==> src/rtl/arx_pkg.sv <==
package arx_pkg;
  localparam logic [1:0] ADDR_DATA = 2'd0;
  localparam logic [1:0] ADDR_STAT = 2'd1;
  localparam logic [1:0] ADDR_CTRL = 2'd2;

  localparam int ST_RC   = 7;
  localparam int ST_FE   = 4;
  localparam int ST_OVR  = 3;
  localparam int ST_FILT = 0;

  localparam int CT_IRQEN = 7;
  localparam int CT_NINE  = 2;
  localparam int CT_BIT9  = 1;

  typedef enum logic [1:0] {
    RX_IDLE  = 2'd0,
    RX_START = 2'd1,
    RX_BITS  = 2'd2,
    RX_STOP  = 2'd3
  } rx_state_t;

  function automatic logic majority3(input logic a, input logic b, input logic c);
    return (a & b) | (a & c) | (b & c);
  endfunction

  // tag bit of a frame: the ninth bit in nine-bit mode, else the stop bit
  function automatic logic frame_tag(input logic nine, input logic ninth, input logic stop);
    return nine ? ninth : stop;
  endfunction

  function automatic logic frame_keep(input logic filt, input logic tag);
    return !filt || tag;
  endfunction

  function automatic logic [3:0] payload_bits(input logic nine);
    return nine ? 4'd9 : 4'd8;
  endfunction
endpackage

==> src/rtl/arx_tick.sv <==
module arx_tick #(
  parameter int DIV_W = 16
) (
  input  logic             clk,
  input  logic             rst_n,
  input  logic [DIV_W-1:0] div,
  output logic             tick
);
  logic [DIV_W-1:0] cnt_q;

  assign tick = (cnt_q >= div);

  always_ff @(posedge clk or negedge rst_n) begin
    if (!rst_n) cnt_q <= '0;
    else if (tick) cnt_q <= '0;
    else cnt_q <= cnt_q + {{(DIV_W-1){1'b0}}, 1'b1};
  end
endmodule

==> src/rtl/arx_shift.sv <==
module arx_shift
  import arx_pkg::*;
#(
  parameter int OVS = 16
) (
  input  logic       clk,
  input  logic       rst_n,
  input  logic       tick,
  input  logic       rxd,
  input  logic       nine_mode,
  output logic       frm_valid,
  output logic [7:0] frm_data,
  output logic       frm_ninth,
  output logic       frm_stop
);
  localparam int CW  = $clog2(OVS);
  localparam int MID = OVS / 2;
  localparam logic [CW-1:0] S_LO  = CW'(MID - 1);
  localparam logic [CW-1:0] S_MID = CW'(MID);
  localparam logic [CW-1:0] S_HI  = CW'(MID + 1);
  localparam logic [CW-1:0] S_END = CW'(OVS - 1);
  localparam logic [CW-1:0] S_ONE = CW'(1);

  rx_state_t   state_q;
  logic [1:0]  sync_q;
  logic        last_q;
  logic [CW-1:0] scnt_q;
  logic [1:0]  win_q;
  logic [3:0]  bidx_q;
  logic [8:0]  shreg_q;
  logic        stop_q;
  logic        done_q;

  logic rxd_s, vote, at_mid, at_end, fall;
  assign rxd_s  = sync_q[1];
  assign vote   = majority3(win_q[1], win_q[0], rxd_s);
  assign at_mid = (scnt_q == S_HI);
  assign at_end = (scnt_q == S_END);
  assign fall   = last_q && !rxd_s;

  always_ff @(posedge clk or negedge rst_n) begin
    if (!rst_n) sync_q <= 2'b11;
    else sync_q <= {sync_q[0], rxd};
  end

  always_ff @(posedge clk or negedge rst_n) begin
    if (!rst_n) begin
      state_q <= RX_IDLE;
      last_q  <= 1'b1;
      scnt_q  <= '0;
      win_q   <= 2'b11;
      bidx_q  <= '0;
      shreg_q <= '0;
      stop_q  <= 1'b1;
      done_q  <= 1'b0;
    end else begin
      done_q <= 1'b0;
      if (tick) begin
        last_q <= rxd_s;
        if (state_q == RX_IDLE) begin
          if (fall) begin
            state_q <= RX_START;
            scnt_q  <= S_ONE;
          end
        end else begin
          scnt_q <= scnt_q + S_ONE;
          if (scnt_q == S_LO || scnt_q == S_MID) win_q <= {win_q[0], rxd_s};
          unique case (state_q)
            RX_START: begin
              if (at_mid && vote) state_q <= RX_IDLE;
              else if (at_end) begin
                state_q <= RX_BITS;
                bidx_q  <= '0;
              end
            end
            RX_BITS: begin
              if (at_mid) shreg_q[bidx_q] <= vote;
              if (at_end) begin
                if (bidx_q == payload_bits(nine_mode) - 4'd1) state_q <= RX_STOP;
                else bidx_q <= bidx_q + 4'd1;
              end
            end
            RX_STOP: begin
              if (at_mid) begin
                stop_q  <= vote;
                done_q  <= 1'b1;
                state_q <= RX_IDLE;
              end
            end
            default: state_q <= RX_IDLE;
          endcase
        end
      end
    end
  end

  assign frm_valid = done_q;
  assign frm_data  = shreg_q[7:0];
  assign frm_ninth = nine_mode & shreg_q[8];
  assign frm_stop  = stop_q;
endmodule

==> src/rtl/arx_regs.sv <==
module arx_regs
  import arx_pkg::*;
(
  input  logic       clk,
  input  logic       rst_n,
  input  logic       reg_wr,
  input  logic       reg_rd,
  input  logic [1:0] reg_addr,
  input  logic [7:0] reg_wdata,
  output logic [7:0] reg_rdata,
  output logic       irq,
  input  logic       frm_valid,
  input  logic       frm_is_addr,
  input  logic [7:0] frm_data,
  input  logic       frm_ninth,
  input  logic       frm_stop,
  output logic       nine_mode,
  output logic       frm_accept,
  output logic       data_rd,
  output logic       stat_wr,
  output logic       rc,
  output logic       fe,
  output logic       ovr,
  output logic       filt,
  output logic [7:0] rx_data
);
  logic irq_en_q, nine_q, bit9_q, rc_q, fe_q, ovr_q, filt_q;
  logic [7:0] rxbuf_q;
  logic ctrl_wr, load, overrun_ev;
  logic unused_wbits;

  assign unused_wbits = ^{reg_wdata[6:3], reg_wdata[1]};

  assign data_rd    = reg_rd && reg_addr == ADDR_DATA;
  assign stat_wr    = reg_wr && reg_addr == ADDR_STAT;
  assign ctrl_wr    = reg_wr && reg_addr == ADDR_CTRL;
  assign frm_accept = frm_valid && frame_keep(filt_q, frm_is_addr);
  assign load       = frm_accept && (!rc_q || data_rd);
  assign overrun_ev = frm_accept && rc_q && !data_rd;

  always_ff @(posedge clk or negedge rst_n) begin
    if (!rst_n) begin
      irq_en_q <= 1'b0;
      nine_q   <= 1'b0;
      bit9_q   <= 1'b0;
      rc_q     <= 1'b0;
      fe_q     <= 1'b0;
      ovr_q    <= 1'b0;
      filt_q   <= 1'b0;
      rxbuf_q  <= '0;
    end else begin
      if (data_rd) begin
        rc_q  <= 1'b0;
        ovr_q <= 1'b0;
      end
      if (load) begin
        rxbuf_q <= frm_data;
        bit9_q  <= frm_ninth;
        fe_q    <= !frm_stop;
        rc_q    <= 1'b1;
      end
      if (overrun_ev) ovr_q <= 1'b1;
      if (stat_wr) filt_q <= reg_wdata[ST_FILT];
      if (ctrl_wr) begin
        irq_en_q <= reg_wdata[CT_IRQEN];
        nine_q   <= reg_wdata[CT_NINE];
      end
    end
  end

  always_comb begin
    reg_rdata = '0;
    unique case (reg_addr)
      ADDR_DATA: reg_rdata = rxbuf_q;
      ADDR_STAT: begin
        reg_rdata[ST_RC]   = rc_q;
        reg_rdata[ST_FE]   = fe_q;
        reg_rdata[ST_OVR]  = ovr_q;
        reg_rdata[ST_FILT] = filt_q;
      end
      ADDR_CTRL: begin
        reg_rdata[CT_IRQEN] = irq_en_q;
        reg_rdata[CT_NINE]  = nine_q;
        reg_rdata[CT_BIT9]  = bit9_q;
      end
      default: reg_rdata = '0;
    endcase
  end

  assign irq       = irq_en_q && rc_q;
  assign nine_mode = nine_q;
  assign rc        = rc_q;
  assign fe        = fe_q;
  assign ovr       = ovr_q;
  assign filt      = filt_q;
  assign rx_data   = rxbuf_q;
endmodule

==> src/rtl/addr_filter_uart_rx.sv <==
module addr_filter_uart_rx
  import arx_pkg::*;
#(
  parameter int DIV_W = 16,
  parameter int OVS   = 16
) (
  input  logic             clk,
  input  logic             rst_n,
  input  logic             rxd,
  input  logic [DIV_W-1:0] baud_div,
  input  logic             reg_wr,
  input  logic             reg_rd,
  input  logic [1:0]       reg_addr,
  input  logic [7:0]       reg_wdata,
  output logic [7:0]       reg_rdata,
  output logic             irq
);
  logic       tick;
  logic       nine_mode;
  logic       frm_valid, frm_ninth, frm_stop, frm_is_addr;
  logic [7:0] frm_data;
  logic       frm_accept, data_rd, stat_wr;
  logic       rc, fe, ovr, filt;
  logic [7:0] rx_data;

  arx_tick #(.DIV_W(DIV_W)) u_tick (
    .clk(clk), .rst_n(rst_n), .div(baud_div), .tick(tick)
  );

  arx_shift #(.OVS(OVS)) u_shift (
    .clk(clk), .rst_n(rst_n), .tick(tick), .rxd(rxd), .nine_mode(nine_mode),
    .frm_valid(frm_valid), .frm_data(frm_data), .frm_ninth(frm_ninth),
    .frm_stop(frm_stop)
  );

  assign frm_is_addr = frame_tag(nine_mode, frm_ninth, frm_stop);

  arx_regs u_regs (
    .clk(clk), .rst_n(rst_n), .reg_wr(reg_wr), .reg_rd(reg_rd),
    .reg_addr(reg_addr), .reg_wdata(reg_wdata), .reg_rdata(reg_rdata),
    .irq(irq), .frm_valid(frm_valid), .frm_is_addr(frm_is_addr),
    .frm_data(frm_data), .frm_ninth(frm_ninth), .frm_stop(frm_stop),
    .nine_mode(nine_mode), .frm_accept(frm_accept), .data_rd(data_rd),
    .stat_wr(stat_wr), .rc(rc), .fe(fe), .ovr(ovr), .filt(filt),
    .rx_data(rx_data)
  );
endmodule

==> config.mk <==
export PLATFORM = sky130hd
export DESIGN_NAME = addr_filter_uart_rx
export DESIGN_NICKNAME = d
export VERILOG_FILES = /design/src/rtl/arx_pkg.sv /design/src/rtl/arx_tick.sv /design/src/rtl/arx_shift.sv /design/src/rtl/arx_regs.sv /design/src/rtl/addr_filter_uart_rx.sv
export SDC_FILE = /design/constraint.sdc
export NUM_CORES = 1
export LEC_CHECK = 0
export BUFFER_PORTS_ARGS = -buffer_cell sky130_fd_sc_hd__buf_4
export CAP_MARGIN = 20
export CORE_ASPECT_RATIO = 1.5
export CORE_MARGIN = 3
export CORE_UTILIZATION = 39
export DETAILED_ROUTE_END_ITERATION = 10
export GPL_TIMING_DRIVEN = 0
export SYNTH_ARGS = -nofsm -noshare
export SYNTH_HDL_FRONTEND = slang
export SYNTH_SLANG_ARGS = --single-unit
==> constraint.sdc <==
create_clock -name clk -period 2.4 [get_ports clk]
set_clock_uncertainty 0.1 [all_clocks]
set_input_delay 0.24 -clock clk [delete_from_list [all_inputs] [get_ports clk]]
set_output_delay 0.24 -clock clk [all_outputs]
set_load 0.1 [all_outputs]
Word level (Yosys, flattened, before mapping)
Index checks and enable logic that the tools add are counted.
- mux-type cells: 33
- bitwise logic cells: 7
- add/sub/neg operators: 4
- reduce and logical (&&, ||, !) cells: 30
- order comparisons: 3
- equal/unequal tests: 19
- operators with widths (cell ; number):
    $mux W4 ; 6
    $add A16 B1 Y16 const B ; 1
    $ge A16 B16 Y1 ; 1
    $mux W16 ; 1
    $mux W2 ; 8
    $eq A4 B4 Y1 const B ; 3
    $logic_and A1 B1 Y1 ; 11
    $mux W1 ; 10
    $bwmux W9 ; 1
    $ne A3 B1 Y1 const B ; 3
    $add A4 B1 Y4 const B ; 2
    $pmux W2 S2 ; 2
    $pmux W4 S2 ; 1
    $reduce_and A4 Y1 ; 2
    $reduce_and A7 Y1 ; 1
    $eq A2 B2 Y1 const B ; 3
    $ne A2 B1 Y1 const B ; 3
    $pmux W2 S3 ; 1
    $reduce_and A6 Y1 ; 1
    $reduce_bool A2 Y1 ; 3
    $logic_not A1 Y1 ; 5
    $lt A4 B5 Y1 const B ; 1
    $and A1 B1 Y1 ; 4
    $demux W1 S4 ; 1
    15 further kinds ; 21
- word-level logic and storage cells: 114
- bits of input ports: 31
- output and inout bits: 9
- register bits after elaboration: 57

Depth between registers and ports, before layout
Gate-level depths: netlist (run 1).
- word-level depth: 7
- gate-level depth with buffers: 9
- depth with buffers taken out: 8

Cells and area by module
A second synthesis (run 1) with hierarchy kept.
- cells, all modules: 329
- area, all modules: 3553.4 um^2
- by module, submodules not included (module ; area an instance (um^2) ; times used ; seq. area each (um^2) ; cells each):
    arx_shift ; 1536.5 ; 1 ; 658.1 ; 140
    arx_tick ; 1260.0 ; 1 ; 400.4 ; 130
    arx_regs ; 742.0 ; 1 ; 375.4 ; 58
    addr_filter_uart_rx ; 15.0 ; 1 ; 0.0 ; 1

Worst setup path before layout (run 1)
No wires, ideal clock.
- kind: in2out
- from: input reg_addr[0]
- to: output reg_rdata[7]
- data required time: 2.060 ns
- stages on the path: 3
- arrival: 2.778 ns
- path slack: -0.718 ns
- path buffers: 1
- cells stage by stage: clkbuf_1 mux2i_1 o21ai_0
- word-level cells in the longest chain between the ends: 2
- elaborated cells between the ends (all ways): 4
- those cells by class: 2 x eq/ne; 1 x mux; 1 x reduce/logical
- RTL lines (element ; line ; source):
    start: declaration ; addr_filter_uart_rx.sv:13 ; input logic [1:0] reg_addr,
    $eq A2 B2 Y1 (tied with other cells) ; arx_regs.sv:73 ; unique case (reg_addr)
    $pmux W1 S3 (*) ; arx_regs.sv:73 ;
    end: declaration ; addr_filter_uart_rx.sv:15 ; output logic [7:0] reg_rdata,
Every way passes the cells marked *; elsewhere a longest branch is shown, timed or not.

Worst setup path after layout (run 1)
- from: register u_tick.cnt_q[1]
- to: register u_shift.shreg_q[5]
- word-level cells in the longest chain between the ends: 2
- RTL lines (element ; line ; source):
    start: declaration ; arx_tick.sv:9 ; logic [DIV_W-1:0] cnt_q;
    start signal: assignment ; arx_tick.sv:16 ; else cnt_q <= cnt_q + {{(DIV_W-1){1'b0}}, 1'b1};
    $ge A16 B16 Y1 ; arx_tick.sv:11 ; assign tick = (cnt_q >= div);
    $reduce_and A4 Y1 (no source line) ; -- ;
    end signal: indexed assignment ; arx_shift.sv:77 ; if (at_mid) shreg_q[bidx_q] <= vote;
    end: declaration ; arx_shift.sv:30 ; logic [8:0] shreg_q;
No other way between the ends.
A chain may end at the register's enable or synchronous reset.

==> flow_summary.json, run 1 <==
{
  "outcome": "complete, no violations",
  "seq_power_share": 0.400,
  "arrival_ns": 2.45,
  "syn_inst": 328,
  "hold_path_class": "primary input to register",
  "powerDensity_nw_per_um2": 661,
  "start_util": 0.406,
  "synthFlopType": "dfrtp_1",
  "ys_seq_elements": 57,
  "root_buffer": "clkbuf_16",
  "drt_pass1_iterations": 4,
  "syn-mean-instance-area_um2": 10.0,
  "switching_share": 0.262,
  "combPwrFrac": 0.177,
  "synth_cell_types": 47,
  "grt_pass1_vias": 2483,
  "grt_use_total": 0.150,
  "detailed_place_hpwl_um": 4700,
  "yosys_warnings": 0,
  "core-area_um2": 8110,
  "syn-cell-area_um2": 3290,
  "cts_inserted_buffers": 9,
  "maxSlewViolCount": 0,
  "crit_path_top_delay_cell": "dfrtp_1",
  "crit_required_ns": 2.50,
  "die_h_um": 119,
  "clkLatencyLatePin_ns": 0.32,
  "num-nets-final": 449,
  "p_clk_frac": 0.423,
  "worst_pin_slew_ns": 0.733,
  "grt_max_degree": 58,
  "cts_tree": "yes",
  "n_antenna_cell": 0,
  "yosys.area.top_type": "dfrtp_1",
  "drtIter0Drc": 48,
  "pre_cts_ws_ns": -0.0955,
  "drive_gt1_frac": 0.258,
  "synth_edf_count": 0,
  "grt_pass1_wl_um": 11200,
  "io_buffers": 32,
  "ios": 40,
  "crit_path_max_incr_delay_ns": 0.39,
  "synthArstFlopShare": 1.00,
  "fin_setup_tns_ns": 0,
  "crit_chain": "ha_1, nor2b_1, o211a_1, o311ai_4, nand3_4, buf_6, nand4_1, mux2_1",
  "gp_routability_congestion": 0.801,
  "clockBufferDepth": 2,
  "grt_overflow": 0,
  "routedWlPerCell_um": 13.7,
  "area_growth_pct": 27.5,
  "end_kind": "register",
  "vdd_drop_max_mv": 0.392,
  "crit_type": "register to register",
  "setup_viol": 0,
  "start_kind": "register",
  "cts.reportedPaths.clkPinSlew_ns": 0.05,
  "post-route-util": 0.518,
  "synth_top_area_frac": 0.388,
  "drc_errors": 0,
  "h-tree-depth": 3,
  "setup_slack_ns": 0.0528,
  "final_common_cell": "dfrtp_1",
  "nFillCells": 767,
  "antenna_left": 0,
  "vias_per_cell": 5.02,
  "crit_path_max_fanout": 6,
  "holdWs_ns": 0.0523,
  "cts.sinks": 57,
  "fmax_mhz": 426,
  "rsz0062_at_grt": "yes",
  "hold_viol": 0,
  "layout_common_cells": "49 x dfrtp_1, 46 x buf_4, 33 x nor2_1",
  "antenna_found_initial": 0,
  "min_period_over_period": 0.978,
  "slew_headroom": 0.511,
  "p_int_mw": 2.05,
  "seq_area_frac_synth": 0.435,
  "switchingPower_mw": 0.728,
  "vias": 2511,
  "rows": 40,
  "chipWidth_um": 81.0,
  "syn_nets": 387,
  "cellLeakagePower_nw": 2.13,
  "synth_area_leaders": "dfrtp_1 39%, ha_1 11%, mux2_2 5.1%, dfstp_2 4.8%, nor2_1 3.8%",
  "die-area_um2": 9610,
  "maxCapViolations": 0,
  "wl_um": 6860,
  "fin_total_pwr_mw": 2.77,
  "min_period_ns": 2.35
}
## critical path, delay by kind of cell, from the launching register on
family	cells	cell delay, ns
DFF	1	0.39
muxes	1	0.32
AOI/OAI and AO/OA	2	0.56
adders and majority gates	1	0.29
and+or+nand+nor	3	0.40
buffers and inverters	1	0.17
## final timing paths
| check | startpoint | endpoint | slack, ns | cells past startpoint |
|---|---|---|---|---|
| worst max-delay path | u_tick.cnt_q[1]$_DFF_PN0_ | u_shift.shreg_q[5]$_DFFE_PN0P_ | 0.05 | 8 |
| worst min-delay path | reg_wdata[2] | u_regs.nine_mode$_DFFE_PN0P_ | 0.05 | 2 |
| worst max register to register | u_tick.cnt_q[1]$_DFF_PN0_ | u_shift.shreg_q[5]$_DFFE_PN0P_ | 0.05 | 8 |
| worst min register to register | u_shift.sync_q[0]$_DFF_PN1_ | u_shift.sync_q[1]$_DFF_PN1_ | 0.25 | 0 |
| max in group asynchronous | rst_n | u_tick.cnt_q[2]$_DFF_PN0_ | 1.23 | 2 |
| min in group asynchronous | rst_n | u_regs.fe$_DFFE_PN0P_ | 0.40 | 2 |
## flip-flops by register name, indices dropped and copies added, names as in the netlist, 2 cells and up
register and count:
u_shift.sync_q 2, u_regs.rx_data 8, u_shift.bidx_q 4, u_tick.cnt_q 16
u_shift.state_q 2, u_shift.scnt_q 4, u_shift.win_q 2, u_shift.shreg_q 9
## repair_timing
action	CTS	global route
hold buffers	3	0
gates resized for setup	6	13
setup endpoints to repair	12	11
pin swaps	5	8
cloned	2	0
buffers inserted	4	10
hold endpoints to repair	53	0
## cell type report
class                   instances  area [µm²]  share of cell area
well taps                     105         131              0.0313
flip-flops and latches         57        1440               0.342
inverters                      26        97.6              0.0232
repair buffers                 50         387              0.0921
multi-input cells             236        1810               0.431
plain buffers                  10        55.1              0.0131
clock buffers                  16         282              0.0671
## per-layer routing
layer  global-route usage  wire length [µm]  share of wire  up-vias
met3               0.0358               202          0.029       14
met1                0.171              2880           0.42     1194
met2                0.258              3590           0.52       37
met5                    0                 0              0        -
li1                     -                 -              -     1266
met4               0.0698               176          0.026        0
## synth_stat cells, drive strengths merged (4+ instances only)
cell type and n:
a21oi 9, nand3 18, xor2 10, clkbuf 6, mux2 23, nand4 10
nor2 33, ha 28, inv 26, dfrtp 51, nor3 4, o21ai 9
and2 8, buf 4, dfstp 6, nand2 28, nor2b 6, and3 5
mux2i 11, xnor2 4
## metrics by stage
step / area (µm²) / instances
2_1_floorplan: 3290 / 328
3_3_place_gp: 3660 / 465
3_5_place_dp: 3660 / 465
4_1_cts: 4060 / 490
5_1_grt: 4200 / 500
6_report: 4200 / 500
## cells by family after synthesis
| family | share of synthesized area |
|---|---|
| AND/OR/NAND/NOR | 0.185 |
| flip-flops | 0.435 |
| AO/OA/AOI/OAI | 0.0749 |
| buffers and inverters | 0.0464 |
| multiplexers | 0.112 |
| adder cells (fa/ha/maj) | 0.109 |
| XOR/XNOR | 0.0372 |
## power by group through the flow
stage	registers (mW)	clock network (mW)	logic [mW]
detailed placement	1.14	0	0.384
global route	1.12	1.26	0.545
global placement	1.14	0	0.371
finish	1.11	1.17	0.492
floorplan	1.11	0	0.277
CTS	1.12	1.21	0.430
No activity file was read; power rests on OpenSTA's default activity.
==> run 2, diff against run 1 <==
==> constraint.sdc (replaced) <==
create_clock -name clk -period 2.4 [get_ports clk]
set_clock_uncertainty 0.1 [all_clocks]
set_input_delay 0.24 -clock clk [delete_from_list [all_inputs] [get_ports clk]]
set_output_delay 0.24 -clock clk [all_outputs]
set_load 0.01 [all_outputs]
==> flow_summary.json, run 2 (synthesized netlist as in run 1, its figures left out) <==
{
  "die_h_um": 119,
  "routedWlPerCell_um": 13.5,
  "drc_errors": 0,
  "post_dp_cell_area_um2": 3660,
  "rows": 40,
  "final_common_cell": "dfrtp_1",
  "vdd_drop_max_mv": 0.498,
  "slew_headroom": 0.526,
  "cellLeakagePower_nw": 2.12,
  "fmax_mhz": 426,
  "end_kind": "register",
  "min_period_ns": 2.35,
  "antenna_found_initial": 0,
  "io_buffers": 32,
  "grt_use_total": 0.148,
  "rsz0062_at_grt": "yes",
  "dp.cells": 465,
  "n_antenna_cell": 0,
  "switching_share": 0.251,
  "clockBufferDepth": 2,
  "antenna_left": 0,
  "p_clk_frac": 0.454,
  "vias_per_cell": 5.12,
  "critPathBufInv": 1,
  "cts_inserted_buffers": 9,
  "core-area_um2": 8110,
  "start_kind": "register",
  "post-route-util": 0.513,
  "min_period_over_period": 0.978,
  "regMostFlops": "u_tick.cnt_q",
  "hold_viol": 0,
  "layout_common_cells": "50 x dfrtp_1, 38 x buf_4, 33 x nor2_1",
  "combPwrFrac": 0.147,
  "fin_total_pwr_mw": 2.78,
  "crit_path_top_delay_cell": "dfrtp_1",
  "powerDensity_nw_per_um2": 669,
  "area_growth_pct": 26.2,
  "arrival_ns": 2.45,
  "hold_path_class": "primary input to register",
  "drt_pass1_iterations": 4,
  "setup_slack_ns": 0.0517,
  "clkLatencyLatePin_ns": 0.32,
  "h-tree-depth": 3,
  "r2r-start": "u_tick.cnt_q[1]$_DFF_PN0_",
  "largest_register_ff_count": 16,
  "crit_start": "u_tick.cnt_q[1]$_DFF_PN0_",
  "drtIter0Drc": 143,
  "worst_pin_slew_ns": 0.710,
  "start_util": 0.406,
  "crit_path_max_incr_delay_ns": 0.39,
  "setup_viol": 0,
  "detailed_place_hpwl_um": 4720,
  "crit_path_max_fanout": 6,
  "min-delay-start": "reg_wdata[2]",
  "wl_um": 6630,
  "switchingPower_mw": 0.699,
  "crit_chain": "ha_1, nor2b_1, o211a_1, o311ai_4, nand3_4, buf_6, nand4_1, mux2_1",
  "grt_pass1_vias": 2382,
  "num-nets-final": 442,
  "cts_tree": "yes",
  "cts.reportedPaths.clkPinSlew_ns": 0.05,
  "maxCapViolations": 0,
  "pre_cts_ws_ns": -0.114,
  "root_buffer": "clkbuf_16",
  "maxSlewViolCount": 0,
  "fin_area_um2": 4160,
  "ios": 40,
  "grt_max_degree": 58,
  "p_int_mw": 2.08,
  "vias": 2518,
  "grt_overflow": 0,
  "chipWidth_um": 81.0,
  "die-area_um2": 9610,
  "drive_gt1_frac": 0.256,
  "crit_type": "register to register",
  "crit_required_ns": 2.50,
  "gp_routability_congestion": 0.809,
  "instances_no_fill": 492,
  "grt_pass1_wl_um": 11000,
  "cts.sinks": 57,
  "seq_power_share": 0.400,
  "outcome": "complete, no violations",
  "critPathTopFamily": "compound AO/OA/AOI/OAI gates"
}
[run 2: changes by cell type in the layout (fill, tap and decap cells not counted), sizes merged]
| cell | delta |
|---|---|
| buf | -7 |
| bufinv | +1 |
| clkbuf | -4 |
| clkinv | +2 |
[run 2: power groups by stage]
stage | combinational, mW | sequential [mW] | clock [mW]
after global placement | 0.336 | 1.14 | 0
after detailed placement | 0.349 | 1.14 | 0
after floorplan | 0.245 | 1.11 | 0
after global routing | 0.468 | 1.12 | 1.34
after CTS | 0.384 | 1.12 | 1.29
final | 0.408 | 1.11 | 1.26
[run 2: routing by layer]
metal  vias up  share of wire  track usage
met3        14          0.026       0.0282
met2        44           0.52        0.250
li1       1251              -            -
met1      1209           0.43        0.174
met4         0          0.025       0.0761
met5         -              0            0
[run 2: stage by stage]
step	hold slack (ns)	setup TNS, ns
after floorplan	-0.156	0
after global placement	0.245	-0.994
after detailed placement	0.249	-0.865
after CTS	0.0470	0
after global routing	0.0508	-0.144
final	0.0528	0
[run 2: path summary, 6_finish.rpt]
check,end,slack (ns),cells past startpoint
max,u_shift.shreg_q[0]$_DFFE_PN0P_,0.05,8
min,u_regs.nine_mode$_DFFE_PN0P_,0.05,2
max reg2reg,u_shift.shreg_q[0]$_DFFE_PN0P_,0.05,8
min reg2reg,u_shift.sync_q[1]$_DFF_PN1_,0.25,0
max in group asynchronous,u_tick.cnt_q[11]$_DFF_PN0_,1.26,2
min in group asynchronous,u_regs.bit9_q$_DFFE_PN0P_,0.43,2
[run 2: layout make-up]
cell class / instances / area [µm²]
flip-flops and latches: 57 / 1440
fillers: 751 / 3950
well taps: 105 / 131
clock inverters: 3 / 40.0
multi-input cells: 236 / 1800
repair buffers: 43 / 338
inverters: 26 / 97.6
clock buffers: 12 / 256
plain buffers: 10 / 55.1
[run 2: worst register-to-register path, delay by kind of cell, from the launching register on]
family	cells	cell delay, ns
AND/OR/NAND/NOR	3	0.38
flip-flops	1	0.39
buffers and inverters	1	0.18
adder cells (fa/ha/maj)	1	0.29
multiplexers	1	0.32
AO/OA/AOI/OAI	2	0.58
[run 2: what timing repair did]
| item | in CTS | in global routing |
|---|---|---|
| endpoints found under the hold margin | 53 | 0 |
| setup endpoints to repair | 11 | 16 |
| hold buffers | 3 | 0 |
| setup buffers | 3 | 4 |
| gates resized for setup | 4 | 19 |
| cloned | 1 | 1 |
| pin swaps | 2 | 5 |
==> run 3, diff against run 2 <==
--- a/config.mk
+++ b/config.mk
@@ -7,11 +7,14 @@
 export LEC_CHECK = 0
 export BUFFER_PORTS_ARGS = -buffer_cell sky130_fd_sc_hd__buf_4
 export CAP_MARGIN = 20
+export CELL_PAD_IN_SITES_DETAIL_PLACEMENT = 0
+export CELL_PAD_IN_SITES_GLOBAL_PLACEMENT = 1
 export CORE_ASPECT_RATIO = 1.5
-export CORE_MARGIN = 3
+export CORE_MARGIN = 4
 export CORE_UTILIZATION = 39
 export DETAILED_ROUTE_END_ITERATION = 10
 export GPL_TIMING_DRIVEN = 0
+export PLACE_DENSITY_LB_ADDON = 0.1
 export SYNTH_ARGS = -nofsm -noshare
 export SYNTH_HDL_FRONTEND = slang
 export SYNTH_SLANG_ARGS = --single-unit
==> flow_summary.json, run 3 (synthesized netlist as in run 1, its figures left out) <==
{
  "setup_viol": 0,
  "crit_type": "register to register",
  "detailed_place_hpwl_um": 5200,
  "grt_max_degree": 58,
  "crit_required_ns": 2.50,
  "powerDensity_nw_per_um2": 639,
  "num-nets-final": 444,
  "r2r-start": "u_tick.cnt_q[1]$_DFF_PN0_",
  "start_util": 0.406,
  "r2r_setup_slack_ns": 0.05,
  "cts.reportedPaths.clkPinSlew_ns": 0.05,
  "outcome": "complete, no violations",
  "min-delay-start": "reg_wdata[7]",
  "min_period_ns": 2.35,
  "regMostFlops": "u_tick.cnt_q",
  "hold_path_class": "primary input to register",
  "area_growth_pct": 26.5,
  "core-area_um2": 8110,
  "vdd_drop_max_mv": 0.462,
  "slew_headroom": 0.511,
  "rsz0062_at_grt": "yes",
  "layout_common_cells": "48 x dfrtp_1, 41 x buf_4, 33 x nor2_1",
  "dp.cells": 465,
  "arrival_ns": 2.45,
  "crit_path_max_fanout": 5,
  "grtUsageMet3": 0.0375,
  "h-tree-depth": 3,
  "grt.busiest_layer": "met2",
  "io_buffers": 32,
  "drive_gt1_frac": 0.255,
  "cts_tree": "yes",
  "die-area_um2": 10000,
  "vias": 2439,
  "cts.sinks": 57,
  "antenna_left": 0,
  "gp_routability_congestion": 0.754,
  "hold_viol": 0,
  "wl_um": 7070,
  "min_period_over_period": 0.978,
  "vias_per_cell": 4.95,
  "post-route-util": 0.514,
  "hold-path-endpoint": "u_regs.irq_en_q$_DFFE_PN0P_",
  "routedWlPerCell_um": 14.3,
  "die_h_um": 121,
  "nFillCells": 828,
  "grt_pass1_wl_um": 11600,
  "final_common_cell": "dfrtp_1",
  "start_kind": "register",
  "n_antenna_cell": 0,
  "worst_pin_slew_ns": 0.733,
  "r2r-end": "u_shift.shreg_q[8]$_DFFE_PN0P_",
  "grt_overflow": 0,
  "ios": 40,
  "drt_pass1_iterations": 4,
  "chipWidth_um": 83.0,
  "root_buffer": "clkbuf_16",
  "r2r_cells": 8,
  "drc_errors": 0,
  "largest_register_ff_count": 16,
  "clockBufferDepth": 2,
  "grt_pass1_vias": 2399,
  "end_kind": "register",
  "drtIter0Drc": 72,
  "use_met1": 0.163,
  "cts_inserted_buffers": 9,
  "fmax_mhz": 426,
  "cellLeakagePower_nw": 2.09,
  "maxSlewViolCount": 0,
  "maxCapViolations": 0,
  "grt_use_total": 0.147,
  "antenna_found_initial": 0,
  "worstHoldPathCells": 2,
  "instances_no_fill": 493,
  "rows": 40,
  "clkLatencyLatePin_ns": 0.32,
  "grt_util_met2": 0.268
}
run 3: changes by cell type in the layout (fill, tap and decap cells not counted), sizes merged:
cell and change:
buf +3, clkbuf +2, clkinv -2, bufinv -1
nand3 -1
run 3: layer usage:
layer	routed length (µm)	share of wire
met3	170	0.024
met1	2900	0.41
met4	99	0.014
met5	0	0
met2	3900	0.55
run 3: layout make-up:
class	count	area, µm²	area share
multi-input cells	235	1820	0.437
flip-flops and latches	57	1440	0.345
clock buffers	14	264	0.0634
well taps	105	131	0.0315
inverters	26	97.6	0.0234
plain buffers	10	55.1	0.0132
repair buffers	46	360	0.0865
run 3: through the flow:
stage | power, mW | setup TNS, ns | hold WS [ns] | worst slack (ns) | cell area [µm²]
floorplan | 1.36 | 0 | -0.156 | 0.169 | 3290
global placement | 1.48 | -4.89 | 0.250 | -0.273 | 3660
detailed placement | 1.49 | -4.08 | 0.253 | -0.248 | 3660
CTS | 2.68 | 0 | 0.0384 | 0.00350 | 4010
global route | 2.81 | -0.488 | 0.0466 | -0.0596 | 4170
finish | 2.66 | 0 | 0.0521 | 0.0538 | 4170
run 3: worst max-delay path by stage:
| stage | startpoint | to | slack, ns | depth (start not counted) |
|---|---|---|---|---|
| final | u_tick.cnt_q[1]$_DFF_PN0_ | u_shift.shreg_q[8]$_DFFE_PN0P_ | 0.05 | 8 |
| after global routing | u_tick.cnt_q[14]$_DFF_PN0_ | u_shift.shreg_q[5]$_DFFE_PN0P_ | -0.06 | 8 |
| after CTS | u_tick.cnt_q[14]$_DFF_PN0_ | u_shift.scnt_q[2]$_DFFE_PN0P_ | 0.004 | 8 |
| after detailed placement | u_tick.cnt_q[1]$_DFF_PN0_ | u_shift.shreg_q[5]$_DFFE_PN0P_ | -0.25 | 8 |
| after global placement | u_tick.cnt_q[1]$_DFF_PN0_ | u_shift.shreg_q[5]$_DFFE_PN0P_ | -0.27 | 8 |
| after floorplan | u_tick.cnt_q[1]$_DFF_PN0_ | u_shift.shreg_q[4]$_DFFE_PN0P_ | 0.17 | 8 |
run 3: timing repair:
action,CTS,global route
setup endpoints to repair,32,26
hold endpoints to repair,53,0
hold buffers,3,0
setup buffers,2,8
pin swaps,4,7
gates cloned,0,1
resized for setup,6,18
run 3: where the power goes:
| part | switching (mW) | internal [mW] | total (mW) | leakage [nW] |
|---|---|---|---|---|
| registers | 0.0786 | 1.04 | 1.12 | 0.720 |
| logic | 0.210 | 0.195 | 0.405 | 1.24 |
| clock network | 0.398 | 0.742 | 1.14 | 0.129 |
run 3: critical path, stage by stage, from the launching register on:
cell and delay (ns):
dfrtp_1 0.40, ha_1 0.29, nor2b_1 0.14, o211a_1 0.24, o311ai_4 0.28, nand3_4 0.17, buf_4 0.19, nand4_1 0.09
mux2_2 0.33
